===== src/rtl/brk_pkg.sv =====
package brk_pkg;
  localparam int ASID_W = 8;
  localparam int RA_W   = 4;

  typedef enum logic [1:0] {
    KIND_NONE  = 2'b00,
    KIND_FETCH = 2'b01,
    KIND_DATA  = 2'b10,
    KIND_ANY   = 2'b11
  } kind_e;

  typedef struct packed {
    logic              count_en;  // [18]
    logic              data_en;   // [17]
    logic              size_en;   // [16]
    logic [1:0]        size;      // [15:14]
    logic              wr_en;     // [13]
    logic              rd_en;     // [12]
    logic              after;     // [11]
    kind_e             kind;      // [10:9]
    logic              asid_en;   // [8]
    logic [ASID_W-1:0] asid;      // [7:0]
  } ctrl_t;

  localparam int CTRL_W = $bits(ctrl_t);

  localparam logic [RA_W-1:0] BASE_A   = 4'd0;
  localparam logic [RA_W-1:0] BASE_B   = 4'd4;
  localparam logic [RA_W-1:0] OFS_ADDR = 4'd0;
  localparam logic [RA_W-1:0] OFS_MASK = 4'd1;
  localparam logic [RA_W-1:0] OFS_CTRL = 4'd2;
  localparam logic [RA_W-1:0] OFS_DATA = 4'd3;
  localparam logic [RA_W-1:0] OFS_DMSK = 4'd4;
  localparam logic [RA_W-1:0] OFS_CNT  = 4'd5;
  localparam logic [RA_W-1:0] REG_FLAG = 4'd12;
endpackage


===== src/rtl/brk_match.sv =====
module brk_match
  import brk_pkg::*;
#(
  parameter int AW       = 32,
  parameter int DW       = 32,
  parameter bit HAS_DATA = 1'b0
) (
  input  ctrl_t             ctrl_i,
  input  logic [AW-1:0]     base_i,
  input  logic [AW-1:0]     amask_i,
  input  logic [DW-1:0]     dbase_i,
  input  logic [DW-1:0]     dmask_i,
  input  logic [AW-1:0]     bus_addr_i,
  input  logic [DW-1:0]     bus_data_i,
  input  logic [ASID_W-1:0] bus_asid_i,
  input  logic              bus_fetch_i,
  input  logic              bus_write_i,
  input  logic [1:0]        bus_size_i,
  output logic              hit_o
);
  logic [AW-1:0] eff_mask;
  logic addr_ok, asid_ok, kind_ok, size_ok, data_ok, rw_ok;

  // fetches are halfword aligned: bit 0 never compared
  assign eff_mask = amask_i | {{(AW-1){1'b0}}, bus_fetch_i};
  assign addr_ok  = ((bus_addr_i ^ base_i) & ~eff_mask) == '0;
  assign asid_ok  = !ctrl_i.asid_en || (bus_asid_i == ctrl_i.asid);
  assign size_ok  = !ctrl_i.size_en || (bus_size_i == ctrl_i.size);
  assign rw_ok    = !bus_fetch_i &&
                    ((ctrl_i.rd_en && !bus_write_i) || (ctrl_i.wr_en && bus_write_i));

  always_comb begin
    unique case (ctrl_i.kind)
      KIND_FETCH: kind_ok = bus_fetch_i;
      KIND_DATA:  kind_ok = rw_ok;
      KIND_ANY:   kind_ok = bus_fetch_i || rw_ok;
      default:    kind_ok = 1'b0;
    endcase
  end

  generate
    if (HAS_DATA) begin : g_data
      assign data_ok = !ctrl_i.data_en || (((bus_data_i ^ dbase_i) & ~dmask_i) == '0);
    end else begin : g_nodata
      logic unused_data;
      assign unused_data = ^{bus_data_i, dbase_i, dmask_i, ctrl_i.data_en};
      assign data_ok = 1'b1;
    end
  endgenerate

  assign hit_o = addr_ok && asid_ok && kind_ok && size_ok && data_ok;
endmodule


===== src/rtl/brk_chan.sv =====
module brk_chan
  import brk_pkg::*;
#(
  parameter int              AW       = 32,
  parameter int              DW       = 32,
  parameter int              CNT_W    = 12,
  parameter bit              HAS_EXT  = 1'b0,
  parameter logic [RA_W-1:0] BASE     = 4'd0,
  parameter int              FLAG_BIT = 0
) (
  input  logic              clk_i,
  input  logic              rst_ni,
  input  logic              reg_we_i,
  input  logic [RA_W-1:0]   reg_addr_i,
  input  logic [DW-1:0]     reg_wdata_i,
  input  logic              bus_valid_i,
  input  logic [AW-1:0]     bus_addr_i,
  input  logic [DW-1:0]     bus_data_i,
  input  logic [ASID_W-1:0] bus_asid_i,
  input  logic              bus_fetch_i,
  input  logic              bus_write_i,
  input  logic [1:0]        bus_size_i,
  input  logic              exec_done_i,
  output logic              hit_o,
  output logic              flag_o,
  output logic [CNT_W-1:0]  cnt_o
);
  ctrl_t         ctrl_q;
  logic [AW-1:0] base_q, amask_q;
  logic [DW-1:0] dbase, dmask;
  logic          cmp_hit, raw, cnt_ok, fire, fire_after, pend_q, aft_q, clr;

  always_ff @(posedge clk_i or negedge rst_ni) begin
    if (!rst_ni) begin
      ctrl_q  <= '0;
      base_q  <= '0;
      amask_q <= '0;
    end else if (reg_we_i) begin
      if (reg_addr_i == BASE + OFS_ADDR) base_q  <= reg_wdata_i[AW-1:0];
      if (reg_addr_i == BASE + OFS_MASK) amask_q <= reg_wdata_i[AW-1:0];
      if (reg_addr_i == BASE + OFS_CTRL) ctrl_q  <= ctrl_t'(reg_wdata_i[CTRL_W-1:0]);
    end
  end

  brk_match #(.AW(AW), .DW(DW), .HAS_DATA(HAS_EXT)) u_match (
    .ctrl_i(ctrl_q), .base_i(base_q), .amask_i(amask_q),
    .dbase_i(dbase), .dmask_i(dmask),
    .bus_addr_i(bus_addr_i), .bus_data_i(bus_data_i), .bus_asid_i(bus_asid_i),
    .bus_fetch_i(bus_fetch_i), .bus_write_i(bus_write_i), .bus_size_i(bus_size_i),
    .hit_o(cmp_hit)
  );

  assign raw = bus_valid_i && cmp_hit;

  generate
    if (HAS_EXT) begin : g_ext
      logic [DW-1:0]    dbase_q, dmask_q;
      logic [CNT_W-1:0] cnt_q;
      always_ff @(posedge clk_i or negedge rst_ni) begin
        if (!rst_ni) begin
          dbase_q <= '0;
          dmask_q <= '0;
          cnt_q   <= '0;
        end else begin
          if (reg_we_i && reg_addr_i == BASE + OFS_DATA) dbase_q <= reg_wdata_i;
          if (reg_we_i && reg_addr_i == BASE + OFS_DMSK) dmask_q <= reg_wdata_i;
          if (reg_we_i && reg_addr_i == BASE + OFS_CNT) cnt_q <= reg_wdata_i[CNT_W-1:0];
          else if (raw && ctrl_q.count_en && cnt_q > CNT_W'(1)) cnt_q <= cnt_q - 1'b1;
        end
      end
      assign dbase  = dbase_q;
      assign dmask  = dmask_q;
      assign cnt_o  = cnt_q;
      assign cnt_ok = !ctrl_q.count_en || (cnt_q == CNT_W'(1));
    end else begin : g_plain
      logic unused_cnt;
      assign unused_cnt = ctrl_q.count_en;
      assign dbase  = '0;
      assign dmask  = '0;
      assign cnt_o  = '0;
      assign cnt_ok = 1'b1;
    end
  endgenerate

  assign fire       = raw && cnt_ok;
  assign fire_after = fire && ctrl_q.after && bus_fetch_i;
  assign clr        = reg_we_i && reg_addr_i == REG_FLAG && !reg_wdata_i[FLAG_BIT];

  always_ff @(posedge clk_i or negedge rst_ni) begin
    if (!rst_ni) begin
      pend_q <= 1'b0;
      aft_q  <= 1'b0;
      flag_o <= 1'b0;
    end else begin
      aft_q <= exec_done_i && pend_q;
      if (fire_after)       pend_q <= 1'b1;
      else if (exec_done_i) pend_q <= 1'b0;
      if (hit_o)    flag_o <= 1'b1;
      else if (clr) flag_o <= 1'b0;
    end
  end

  assign hit_o = (fire && !fire_after) || aft_q;
endmodule


===== src/rtl/brk_cmp_top.sv =====
module brk_cmp_top
  import brk_pkg::*;
#(
  parameter int AW    = 32,
  parameter int DW    = 32,
  parameter int CNT_W = 12
) (
  input  logic              clk_i,
  input  logic              rst_ni,
  input  logic              reg_we_i,
  input  logic [RA_W-1:0]   reg_addr_i,
  input  logic [DW-1:0]     reg_wdata_i,
  input  logic              bus_valid_i,
  input  logic [AW-1:0]     bus_addr_i,
  input  logic [DW-1:0]     bus_data_i,
  input  logic [ASID_W-1:0] bus_asid_i,
  input  logic              bus_fetch_i,
  input  logic              bus_write_i,
  input  logic [1:0]        bus_size_i,
  input  logic              exec_done_i,
  output logic              brk_o,
  output logic              match_a_o,
  output logic              match_b_o
);
  logic             hit_a, hit_b;
  logic [CNT_W-1:0] cnt_a, cnt_b;
  logic             unused_cnt_a;

  assign unused_cnt_a = ^cnt_a;

  brk_chan #(.AW(AW), .DW(DW), .CNT_W(CNT_W), .HAS_EXT(1'b0),
             .BASE(BASE_A), .FLAG_BIT(0)) u_chan_a (
    .clk_i, .rst_ni, .reg_we_i, .reg_addr_i, .reg_wdata_i,
    .bus_valid_i, .bus_addr_i, .bus_data_i, .bus_asid_i,
    .bus_fetch_i, .bus_write_i, .bus_size_i, .exec_done_i,
    .hit_o(hit_a), .flag_o(match_a_o), .cnt_o(cnt_a)
  );

  brk_chan #(.AW(AW), .DW(DW), .CNT_W(CNT_W), .HAS_EXT(1'b1),
             .BASE(BASE_B), .FLAG_BIT(1)) u_chan_b (
    .clk_i, .rst_ni, .reg_we_i, .reg_addr_i, .reg_wdata_i,
    .bus_valid_i, .bus_addr_i, .bus_data_i, .bus_asid_i,
    .bus_fetch_i, .bus_write_i, .bus_size_i, .exec_done_i,
    .hit_o(hit_b), .flag_o(match_b_o), .cnt_o(cnt_b)
  );

  assign brk_o = hit_a || hit_b;
endmodule


===== config.mk =====
export PLATFORM = sky130hd
export DESIGN_NAME = brk_cmp_top
export DESIGN_NICKNAME = d
export VERILOG_FILES = /design/src/rtl/brk_pkg.sv /design/src/rtl/brk_match.sv /design/src/rtl/brk_chan.sv /design/src/rtl/brk_cmp_top.sv
export SDC_FILE = /design/constraint.sdc
export NUM_CORES = 1
export LEC_CHECK = 0
export BUFFER_PORTS_ARGS = -buffer_cell sky130_fd_sc_hd__buf_2
export CAP_MARGIN = 15
export CORE_MARGIN = 1
export CORE_UTILIZATION = 60
export DETAILED_ROUTE_END_ITERATION = 12
export GPL_ROUTABILITY_DRIVEN = 0
export GPL_TIMING_DRIVEN = 0
export PLACE_DENSITY_LB_ADDON = 0.15
export SLEW_MARGIN = 40
export SYNTH_ARGS = -nofsm -noshare
export SYNTH_HDL_FRONTEND = slang
export SYNTH_SLANG_ARGS = --single-unit

===== constraint.sdc =====
create_clock -name clk_i -period 3.52 [get_ports clk_i]
set_input_delay 0.528 -clock clk_i [delete_from_list [all_inputs] [get_ports clk_i]]
set_output_delay 0.528 -clock clk_i [all_outputs]
set_load 0.02 [all_outputs]

---- Word level (Yosys, flattened, before mapping) ----
Index checks and enable logic that the tools add are counted.
word-level totals
  register bits after elaboration ......... 246
  input port bits ......................... 117
  logic and storage cells ................. 147
cells by class
  add/subtract/negate cells ............... 1
  magnitude comparators ................... 1
  eq/ne operators ......................... 20
  muxes and demuxes ....................... 11
  bitwise operators ....................... 11
  reduce and logical (&&, ||, !) cells .... 72
operators with widths
  cell                                                                     number
  32-bit bitwise AND                                                       3
  32-bit zero test                                                         3
  32-bit NOT                                                               3
  32-bit XOR                                                               3
  32-bit by 1-bit OR with 32-bit output                                    2
  1-bit logical AND                                                        32
  12-bit 2-to-1 mux                                                        2
  4-bit by 3-bit equality test with 1-bit output (second input constant)   4
  8-bit equality test                                                      2
  1-bit logical OR                                                         13
  12-bit by 1-bit equality test with 1-bit output (second input constant)  1
  4-bit equality test (second input constant)                              3
  12-bit by 1-bit > comparator with 1-bit output (second input constant)   1
  1-bit zero test                                                          12
  2-bit AND reduction                                                      6
  12-bit by 1-bit subtractor with 12-bit output (second input constant)    1
  2-bit nonzero test                                                       5
  2-bit equality test (second input constant)                              4
  1-bit 2-to-1 mux                                                         7
  1-bit one-hot mux with 3 select lines                                    2
  2-bit by 1-bit equality test with 1-bit output (second input constant)   2
  2-bit equality test                                                      2
  4-bit by 1-bit equality test with 1-bit output (second input constant)   1
  4-bit by 2-bit equality test with 1-bit output (second input constant)   1
  4-bit zero test                                                          1

---- Longest topological paths before layout ----
Gate-level depths: netlist of the first run.
  word-level depth ........................ 17
  mapped depth ............................ 8
  mapped depth without buffers ............ 8

---- Modules after synthesis ----
From an unflattened synthesis of the first run, not the netlist that was laid out.
unflattened totals
  cells, all modules ...................... 838
  area total of the unflattened synthesis .. 11446.0 µm²
by module, submodules not included
  module                         instances  cells an instance  area an instance (µm²)
  brk_chan at u_chan_b           1          426                6467.5
  brk_chan at u_chan_a           1          204                3399.5
  brk_match at u_chan_b.u_match  1          130                1001.0
  brk_match at u_chan_a.u_match  1          77                 571.8
  brk_cmp_top                    1          1                  6.3

---- Worst setup path after synthesis of the first run ----
OpenSTA, ideal clock, no wires.
  kind .................................... input-to-output
  from .................................... input port bus_data_i[10]
  to ...................................... output port brk_o
  arrival time ............................ 2157 ps
  data required time ...................... 2992 ps
  setup slack ............................. 835 ps
  stages .................................. 6
  path through ............................ xnor2_1 > o22ai_1 > nor4_4 > nand4_4 > a2111oi_1 > a211o_1
on the way
  cells in the longest elaborated chain, start to end .. 13
ends and longest elaborated chain
  element                         RTL line           RTL
  from (decl)                     brk_cmp_top.sv:15  input logic [DW-1:0] bus_data_i,
  32-bit XOR (*)                  brk_match.sv:43    assign data_ok = !ctrl_i.data_en || (((bus_data_i ^ dbase_i) & ~dmask_i) == '0);
  32-bit bitwise AND (*)          brk_match.sv:43
  32-bit zero test (*)            brk_match.sv:43
  1-bit logical OR (*)            brk_match.sv:43
  1-bit logical AND (*)           brk_match.sv:51    assign hit_o = addr_ok && asid_ok && kind_ok && size_ok && data_ok;
  1-bit logical AND (*)           brk_chan.sv:53     assign raw = bus_valid_i && cmp_hit;
  1-bit logical AND (*)           brk_chan.sv:85     assign fire = raw && cnt_ok;
  1-bit logical AND (2 in a row)  brk_chan.sv:86     assign fire_after = fire && ctrl_q.after && bus_fetch_i;
  1-bit zero test                 brk_chan.sv:103    assign hit_o = (fire && !fire_after) || aft_q;
  1-bit logical AND (*)           brk_chan.sv:103
  1-bit logical OR (*)            brk_chan.sv:103
  1-bit logical OR (*)            brk_cmp_top.sv:47  assign brk_o = hit_a || hit_b;
  to (decl)                       brk_cmp_top.sv:21  output logic brk_o,
Every way passes the cells marked *; elsewhere a longest branch is shown, timed or not.

---- Final worst setup path of the first run ----
  from .................................... register u_chan_b.base_q[20]
  to ...................................... output port brk_o
on the way
  cells in the longest elaborated chain, start to end .. 15
ends and longest elaborated chain
  element                             RTL line           RTL
  from (decl)                         brk_chan.sv:29     logic [AW-1:0] base_q, amask_q;
  from (signal assigned)              brk_chan.sv:39     if (reg_addr_i == BASE + OFS_ADDR) base_q <= reg_wdata_i[AW-1:0];
  32-bit XOR (*)                      brk_match.sv:26    assign addr_ok = ((bus_addr_i ^ base_i) & ~eff_mask) == '0;
  32-bit bitwise AND (*)              brk_match.sv:26
  32-bit zero test (*)                brk_match.sv:26
  1-bit logical AND (*) (4 in a row)  brk_match.sv:51
  1-bit logical AND (*)               brk_chan.sv:53
  1-bit logical AND (*)               brk_chan.sv:85
  1-bit logical AND (2 in a row)      brk_chan.sv:86
  1-bit zero test                     brk_chan.sv:103
  1-bit logical AND (*)               brk_chan.sv:103
  1-bit logical OR (*)                brk_chan.sv:103
  1-bit logical OR (*)                brk_cmp_top.sv:47
Marks and branches as above.

==> impl_metrics.yaml, run 1 <==
run_status:
  status: "finished clean"
sta:
  fin_crit_sh_pct: 95.96
  finalHoldViolations: 0
  relSlewSlack_pct: 42.56
  max_freq_mhz: 296.1
  setup_ws_ns: 0.1423
  finalMaxSlewViolations: 0
  fin_skew_ns: 0.02167
  post-route-min-period_ns: 3.378
  setup_viol: 0
  rsz0062_at_grt: "no"
  worst_pin_slew_ns: 0.8616
final_layout:
  stdcell_area_um2: 13220
  regArea_um2: 6156
  multi_input_area_um2: 5160
  syn2layout_area_growth_pct: 16.20
  fillCellCount: 1271
  drive_gt1_share_pct: 41.65
  insertedDiodeCount: 0
  fin_nets: 1109
min_path:
  hold_depth: 2
  hold_path.class: "in2reg"
  hold_start: "exec_done_i"
die:
  core-area_um2: 18270
  die_h_um: 139.7
  die_area_um2: 19510
  boundaryPins: 120
  start_util_pct: 62.27
  die_x_um: 139.7
  num_rows: 49
logic_synthesis:
  synth_edf_count: 0
  synthArstFlopShare_pct: 100.0
  yosys-top-cells-count: "dfrtp_1, mux2_2, xnor2_1, o22ai_1, nand2_1"
  syn-num-nets: 958
  ys_seq_area_share_pct: 54.11
  syn_area_um2: 11380
  avgSynthCellArea_um2: 13.56
  syn_inst: 839
  synth_cell_types: 52
  yosysTopAreaCellShare_pct: 54.11
  yosysMostFrequentCell: "dfrtp_1"
  synth_top_area_cell: "dfrtp_1"
  synth_flop_cell: "dfrtp_1"
  ys_seq_elements: 246
  yosys_warnings: 0
  yosys-top-cells-area: "dfrtp_1, mux2_2, xnor2_1"
placed_design:
  numPortBuffers: 117
  place_ws_ns: 0.02041
  dpl.hpwl_um: 20480
  dpl_cell_area_um2: 12340
power_and_ir_drop:
  p_leak_uw: 0.005641
  total_power_uw: 8195
  p_per_area_nw_per_um2: 619.9
  vdd_drop_max_mv: 0.4389
grt:
  gr-total-overflow: 0
  grt_max_degree: 73
  antenna_found_initial: 1
  grtUsageTotal_pct: 30.59
  grt_pass1_wl_um: 44570
  grt_pass1_vias: 7682
clocking:
  clk_latency_ns: 0.54
  cts.clk_slew.worst_paths_ns: 0.06
  cts-buffers-inserted: 26
  htree_levels: 1
  cts_max_path_buffers: 3
  clock_sinks: 246
  cts_root_buf: "clkbuf_16"
  cts_tree: "done"
worst_setup_path:
  start_kind: "register"
  crit_fanout: 6
  reg2reg_depth: 8
  critPathLaunch: "u_chan_b.base_q[20]$_DFFE_PN0P_"
  regToRegStartpoint: "u_chan_b.dbase[26]$_DFFE_PN0P_"
  cp.arrival_ns: 2.85
  setup.worst_path.end_class: "output pin"
  required_ns: 2.99
  crit_type: "reg2out"
detailed_routing:
  detailroute.via_count: 7513
  drtPass1Iterations: 4
  wl_per_cell_um: 23.30
  routed_via_density: 6.083
  drtIter0Drc: 476
  drc: 0
  ant_nets: 0
  wl_um: 28780
run:
  cap_violations: 0
## layer usage
metal | wire length [um] | global-route usage, % | up-vias
met5 | 13 | 0 | -
met4 | 662 | 7.692 | 2
met3 | 1818 | 5.850 | 52
met2 | 13370 | 48.55 | 227
met1 | 12920 | 43.55 | 3866
li1 | - | - | 3366
## cell families after synthesis
logic type      count (synthesis)  synth area share (%)
flops                         246                 54.11
mux                           238                 23.56
xor+xnor                      121                 9.382
simple gates                  101                 5.543
compound gates                 99                 6.115
buf+inv                        32                 1.067
fa+ha+maj                       2                0.2199
## registers in the layout, indices dropped and copies added, names as in the netlist, 12 cells and up
name	cells
u_chan_a.base_q	32
u_chan_b.dmask	32
u_chan_b.base_q	32
u_chan_b.ctrl_q	19
u_chan_a.ctrl_q	17
u_chan_b.dbase	32
u_chan_a.amask_q	32
u_chan_b.cnt_o	12
u_chan_b.amask_q	32
## path summary, 6_finish.rpt
kind / to / slack, ns
worst max-delay path: brk_o / 0.14
worst min-delay path: u_chan_a.pend_q$_DFFE_PN0P_ / 0.24
worst max register to register: u_chan_b.cnt_o[7]$_DFFE_PN0P_ / 0.70
worst min register to register: u_chan_b.flag_o$_DFFE_PN0P_ / 0.47
max in group asynchronous: u_chan_b.base_q[12]$_DFFE_PN0P_ / 1.90
min in group asynchronous: u_chan_a.base_q[25]$_DFFE_PN0P_ / 0.55
## worst max-delay path, stage by stage, from the launching register on
cell       delay [ns]
dfrtp_1          0.38
xnor2_1          0.28
o22ai_1          0.18
nor4_2           0.42
nand4_4          0.26
a2111oi_4        0.46
a211o_1          0.18
buf_2            0.15
## stage by stage
step,hold WS (ns),setup TNS (ns),std cells,utilization (%)
after global routing,0.2616,0,1235,72.35
after CTS,0.2260,0,1233,72.02
final,0.2376,0,1235,72.35
after detailed placement,0.4661,0,1188,67.57
after floorplan,0.2324,0,839,-
after global placement,0.4614,-608.71,1185,67.04
## report_power, final
group          total (uW)  internal (uW)  switching [uW]
Clock                2540           1440            1100
Combinational        1770            950             817
Sequential           3890           3460             429
## cell type report
type | count | share of cell area (%)
Buffer | 29 | 0.8708
Inverter | 3 | 0.08519
Tap cell | 229 | 2.168
Sequential cell | 246 | 46.57
Timing Repair Buffer | 123 | 5.319
Clock inverter | 10 | 0.5017
Clock buffer | 34 | 5.452
Multi-Input combinational cell | 561 | 39.03
## placed cells by master, fill, tap and decap left out, types with 4 or more instances in the layout
cell       count
nor2b_1        5
xor2_1        10
nor4_4         5
buf_1         13
clkinv_2       7
nor2_1        10
clkbuf_16     26
o22ai_1       57
nor4_1        11
o21ai_0        6
nor3_1         6
clkbuf_8       4
a21oi_1        6
and2_1         5
nand2_1       29
clkbuf_2       4
clkbuf_1      15
a2111oi_1      4
dfrtp_1      246
nand3_1        7
buf_2        117
o21ai_1        5
mux2_2       232
xnor2_1      108
## timing repair
action	in CTS	in global routing
pin swaps	0	3
endpoints found under the hold margin	63	0
resized for setup	3	6
hold buffers	1	0
buffers inserted	0	2
endpoints found under the setup margin	1	1
cloned	0	0
Power figures use the tool's default switching activity.
==> inputs of run 2 (changes only) <==
--- a/config.mk
+++ b/config.mk
@@ -16,4 +16,5 @@
 export SLEW_MARGIN = 40
 export SYNTH_ARGS = -nofsm -noshare
 export SYNTH_HDL_FRONTEND = slang
+export SYNTH_HIERARCHICAL = 1
 export SYNTH_SLANG_ARGS = --single-unit
==> run 2 against run 1 <==
The run now ends with design-rule violations left; clock power rose by 7%; via count fell by 2.3%; total power increased by 1.5%; sequential cell count did not move; global-route usage shrank 1.5 points; combinational power fell by 4%; die area down 0.87%; clock skew is 0.0095 ns lower; synthesized area fell by 0.88%; largest cell class unchanged.
==> impl_metrics.yaml, run 2 <==
die:
  boundaryPins: 120
  num_rows: 49
  start_util_pct: 61.93
  die_x_um: 139.1
  die_area_um2: 19340
  die_h_um: 139.1
  core-area_um2: 18210
clocking:
  cts_root_buf: "clkbuf_16"
  clk_latency_ns: 0.52
  cts.clk_slew.worst_paths_ns: 0.06
  cts-buffers-inserted: 26
  cts_tree: "done"
  clock_sinks: 246
  cts_max_path_buffers: 3
  htree_levels: 1
power_and_ir_drop:
  vdd_drop_max_mv: 0.4361
  p_leak_uw: 0.005774
  p_per_area_nw_per_um2: 629.2
  total_power_uw: 8321
sta:
  finalMaxSlewViolations: 0
  fin_setup_tns_ns: 0
  fin_skew_ns: 0.01215
  finalHoldViolations: 0
  max_freq_mhz: 289.3
  rsz0062_at_grt: "yes"
  fin_crit_sh_pct: 98.21
  relSlewSlack_pct: 57.36
  worst_pin_slew_ns: 0.6337
  post-route-min-period_ns: 3.457
  setup_viol: 0
worst_setup_path:
  reg2reg_to: "u_chan_b/cnt_o[8]$_DFFE_PN0P_"
  start_kind: "register"
  critical_path.top_delay_family: "simple AND/OR/NAND/NOR gates"
  path_buf_inv: 2
  slowest_delay_ns: 0.38
  crit_chain: "xnor2_1 > o22ai_1 > nor4_1 > nand3_1 > a2111oi_4 > buf_4 > nand2_4 > a21oi_2 > a21o_1 > or2_1 > buf_6"
  regToRegStartpoint: "u_chan_b/base_q[19]$_DFFE_PN0P_"
  crit_type: "reg2out"
  required_ns: 2.99
  setup.worst_path.end_class: "output pin"
  critPathSlowestCell: "dfrtp_1"
  cp.arrival_ns: 2.93
  rrSetupSlack_ns: 0.19
  crit_fanout: 2
  reg2reg_depth: 12
detailed_routing:
  wl_per_cell_um: 22.45
  drtPass1Iterations: 9
  ant_nets: 0
  wl_um: 27430
  drc: 12
  drtIter0Drc: 405
  detailroute.via_count: 7339
  routed_via_density: 6.006
logic_synthesis:
  avgSynthCellArea_um2: 13.73
  syn-num-nets: 940
  yosys_warnings: 6
  syn_area_um2: 11280
  syn_inst: 821
final_layout:
  layout_commonest_cell: "dfrtp_1"
  syn2layout_area_growth_pct: 17.29
  fin_nets: 1094
  most-common-layout-cells: "dfrtp_1, mux2_2, buf_2, xnor2_1, o22ai_1"
  drive_gt1_share_pct: 44.86
placed_design:
  numPortBuffers: 119
  dpl.hpwl_um: 19230
grt:
  grt.busiest_layer: "met2"
  antenna_found_initial: 2
  grt_pass1_vias: 7395
  gr-total-overflow: 0
  met3_usage_pct: 4.972
  grt_pass1_wl_um: 42170
  grt_use_met2_pct: 45.75
  met1_usage_pct: 41.56
  grt_max_degree: 75
  grtUsageTotal_pct: 29.10
min_path:
  hold_depth: 2
  hold_path_end: "u_chan_a/pend_q$_DFFE_PN0P_"
  hold_path.class: "in2reg"
  hold_start: "exec_done_i"
run_status:
  status: "finished, violations left"
  violations: "design-rule violations"
run:
  cap_violations: 0
## run 2: layout make-up
class	instances	area, um^2
diodes	1	2.502
plain buffers	24	180.2
clock buffers	37	763.2
clock inverters	8	90.09
fillers	1263	4984
inverters	6	22.52
multi-input cells	545	4997
flip-flops and latches	246	6156
well taps	229	286.5
repair buffers	126	726.9
## run 2: how the worst max path moves through the flow
stage | start | to | slack (ns) | cells past startpoint
floorplan | bus_data_i[10] | u_chan_b/cnt_o[10]$_DFFE_PN0P_ | 0.72 | 9
global placement | rst_ni | u_chan_b/ctrl_q[5]$_DFFE_PN0P_ | -2.50 | 1
detailed placement | bus_data_i[3] | u_chan_b/cnt_o[10]$_DFFE_PN0P_ | -0.31 | 10
CTS | u_chan_b/dbase[2]$_DFFE_PN0P_ | brk_o | 0.006 | 10
global route | u_chan_b/dbase[28]$_DFFE_PN0P_ | brk_o | -0.1 | 11
finish | u_chan_b/base_q[19]$_DFFE_PN0P_ | brk_o | 0.06 | 11
## run 2: power breakdown
group | total, uW | switching (uW) | internal [uW]
Clock | 2730 | 1080 | 1640
Combinational | 1700 | 749 | 950
Sequential | 3900 | 422 | 3470
Total | 8320 | 2250 | 6070
## run 2: stage by stage
step / area [um^2] / cells / util, % / hold slack (ns) / worst slack, ns
floorplan: 11280 / 821 / - / 0.2324 / 0.7175
global placement: 12160 / 1169 / 66.77 / 0.4562 / -2.495
detailed placement: 12250 / 1172 / 67.28 / 0.4365 / -0.3082
CTS: 13150 / 1219 / 72.23 / 0.2215 / 0.005875
global route: 13220 / 1221 / 72.62 / 0.2294 / -0.09889
finish: 13230 / 1222 / 72.63 / 0.2372 / 0.06303
## run 2: metal layers
layer | part of all wire (%) | vias to the layer above | routed length (um)
li1 | - | 3287 | -
met4 | 3.0 | 0 | 823
met1 | 45 | 3761 | 12300
met2 | 46 | 243 | 12680
met3 | 5.9 | 48 | 1624
met5 | 0 | - | 0
## run 2: timing repair
item | CTS | global route
gates resized for setup | 5 | 9
hold buffers | 1 | 0
pin swaps | 6 | 10
setup endpoints to repair | 4 | 1
hold endpoints to repair | 38 | 0
buffers inserted | 1 | 2
==> inputs of run 3 (changes only) <==
--- a/config.mk
+++ b/config.mk
@@ -5,10 +5,12 @@
 export SDC_FILE = /design/constraint.sdc
 export NUM_CORES = 1
 export LEC_CHECK = 0
+export ABC_AREA = 1
 export BUFFER_PORTS_ARGS = -buffer_cell sky130_fd_sc_hd__buf_2
 export CAP_MARGIN = 15
 export CORE_MARGIN = 1
 export CORE_UTILIZATION = 60
+export CTS_CLUSTER_SIZE = 25
 export DETAILED_ROUTE_END_ITERATION = 12
 export GPL_ROUTABILITY_DRIVEN = 0
 export GPL_TIMING_DRIVEN = 0
==> run 3 against run 2 <==
The run now ends clean; largest power group unchanged; wire length grew 31%; hold slack gained 0.015 ns; first-iteration DRC count grew to 3.2 times the previous value.
==> impl_metrics.yaml, run 3 <==
worst_setup_path:
  critical_path.top_delay_family: "simple AND/OR/NAND/NOR gates"
  critPathMostFrequentCell: "nand2_1"
  slowest_delay_ns: 0.40
  path_buf_inv: 3
  critPathSlowestCell: "dfrtp_1"
  crit_type: "reg2out"
  crit_chain: "or2_0 > nand2_1 > nand2_1 > nor2_1 > nand2_1 > nor2_1 > nand3_1 > nor2_1 > nand2_1 > inv_1 > nand3_1 > nand2_1 > inv_1 > nand2_1 > buf_2"
  crit_fanout: 3
  cp.arrival_ns: 2.72
  start_kind: "register"
  required_ns: 2.99
  setup.worst_path.end_class: "output pin"
placed_design:
  numPortBuffers: 119
  dpl.hpwl_um: 25590
  dp.cells: 2019
final_layout:
  final_cells: 2068
  post-route-util_pct: 71.15
  layout_commonest_cell: "nand2_1"
  most-common-layout-cells: "nand2_1, dfrtp_1, inv_1, o21ai_0, buf_2"
  syn2layout_area_growth_pct: 15.85
  fin_nets: 1897
  fillCellCount: 1625
  insertedDiodeCount: 0
  drive_gt1_share_pct: 14.24
sta:
  finalHoldViolations: 0
  relSlewSlack_pct: 59.95
  rsz0062_at_grt: "no"
  post-route-min-period_ns: 3.250
  max_freq_mhz: 307.7
  fin_skew_ns: 0.007179
  worst_pin_slew_ns: 0.6007
  setup_viol: 0
  fin_crit_sh_pct: 92.32
  finalMaxSlewViolations: 0
detailed_routing:
  route.met3.wl_um: 3194
  drc: 0
  maxUsedRoutingLayer: "met4"
  detailroute.via_count: 11540
  routed_via_density: 5.579
  wl_per_cell_um: 17.36
  drtPass1Iterations: 7
  wl_um: 35900
  drtIter0Drc: 1288
  wl_met1_um: 15160
  dr_wl_met2_um: 16630
  ant_nets: 0
die:
  die_x_um: 146.2
  die_h_um: 146.2
  boundaryPins: 120
  start_util_pct: 61.42
  die_area_um2: 21360
  num_rows: 52
  core-area_um2: 20300
grt:
  grt_pass1_vias: 10710
  gr-total-overflow: 0
  grtUsageTotal_pct: 33.81
  grt_max_degree: 76
  grt_pass1_wl_um: 56380
  antenna_found_initial: 0
clocking:
  cts.clk_slew.worst_paths_ns: 0.06
  cts-buffers-inserted: 26
  cts_resized: 0
  post_cts_buffers: 0
  clk_latency_ns: 0.53
  cts_tree: "done"
  cts_max_path_buffers: 3
  cts_root_buf: "clkbuf_16"
  clock_sinks: 246
  htree_levels: 1
  hold_buffers: 1
logic_synthesis:
  syn-num-nets: 1746
  syn_area_um2: 12470
  avgSynthCellArea_um2: 7.663
  syn_inst: 1627
  yosys_warnings: 6
power_and_ir_drop:
  p_per_area_nw_per_um2: 590.1
  p_leak_uw: 0.007680
  vdd_drop_max_mv: 0.4840
min_path:
  hold_path.class: "in2reg"
run:
  cap_violations: 0
run_status:
  status: "finished clean"
-- run 3: changes by cell type in the layout (fill, tap and decap cells not counted), moves of 68 or more --
cell     delta
inv_1     +178
o21ai_0   +145
mux2_2    -221
nor2_1     +68
nand2_1   +578
xnor2_1    -87
nand4_1    +72
-- run 3: where the power goes --
part | leakage [uW] | internal, uW | total [uW] | switching [uW]
clock network | 0.000463 | 1820 | 2960 | 1140
logic | 0.00409 | 689 | 1760 | 1070
registers | 0.00313 | 3410 | 3810 | 399
-- run 3: final timing paths --
kind                                                  from  cells after the start                                to  slack (ns)
max                        u_chan_b/base_q[26]$_DFFE_PN0P_                     15                             brk_o        0.27
min                                            exec_done_i                      2       u_chan_b/pend_q$_DFFE_PN0P_        0.25
max reg2reg                u_chan_b/base_q[26]$_DFFE_PN0P_                     15     u_chan_b/cnt_o[8]$_DFFE_PN0P_        0.98
min reg2reg                       u_chan_a/aft_q$_DFF_PN0_                      2       u_chan_a/flag_o$_DFFE_PN0P_        0.46
max in group asynchronous                           rst_ni                      4  u_chan_b/amask_q[25]$_DFFE_PN0P_        1.94
min in group asynchronous                           rst_ni                      2     u_chan_b/dmask[8]$_DFFE_PN0P_        0.49
-- run 3: per-layer routing --
metal | global-route usage, % | vias up
li1 | - | 5441
met1 | 48.77 | 5487
met2 | 54.12 | 542
met3 | 4.406 | 68
met4 | 9.167 | 0
met5 | 0 | -
-- run 3: area by class of cell --
type / count / area, um^2 / share of cell area, %
multi-input cells: 1128 / 5235 / 36.24
clock buffers: 35 / 765.7 / 5.301
well taps: 270 / 337.8 / 2.339
flip-flops and latches: 246 / 6156 / 42.62
inverters: 188 / 710.7 / 4.920
clock inverters: 13 / 173.9 / 1.204
repair buffers: 123 / 698.2 / 4.834
plain buffers: 65 / 366.6 / 2.538
-- run 3: metrics by stage --
stage / hold WS (ns) / TNS, ns / area (um^2) / total power, uW / setup slack [ns]
global route: 0.2527 / 0 / 14440 / 8965 / 0.1799
floorplan: 0.2324 / 0 / 12470 / 4945 / 1.350
global placement: 0.4411 / -589.13 / 13400 / 5433 / -2.414
CTS: 0.2428 / 0 / 14440 / 8504 / 0.3678
detailed placement: 0.4476 / 0 / 13490 / 5540 / 0.7311
finish: 0.2519 / 0 / 14440 / 8523 / 0.2704
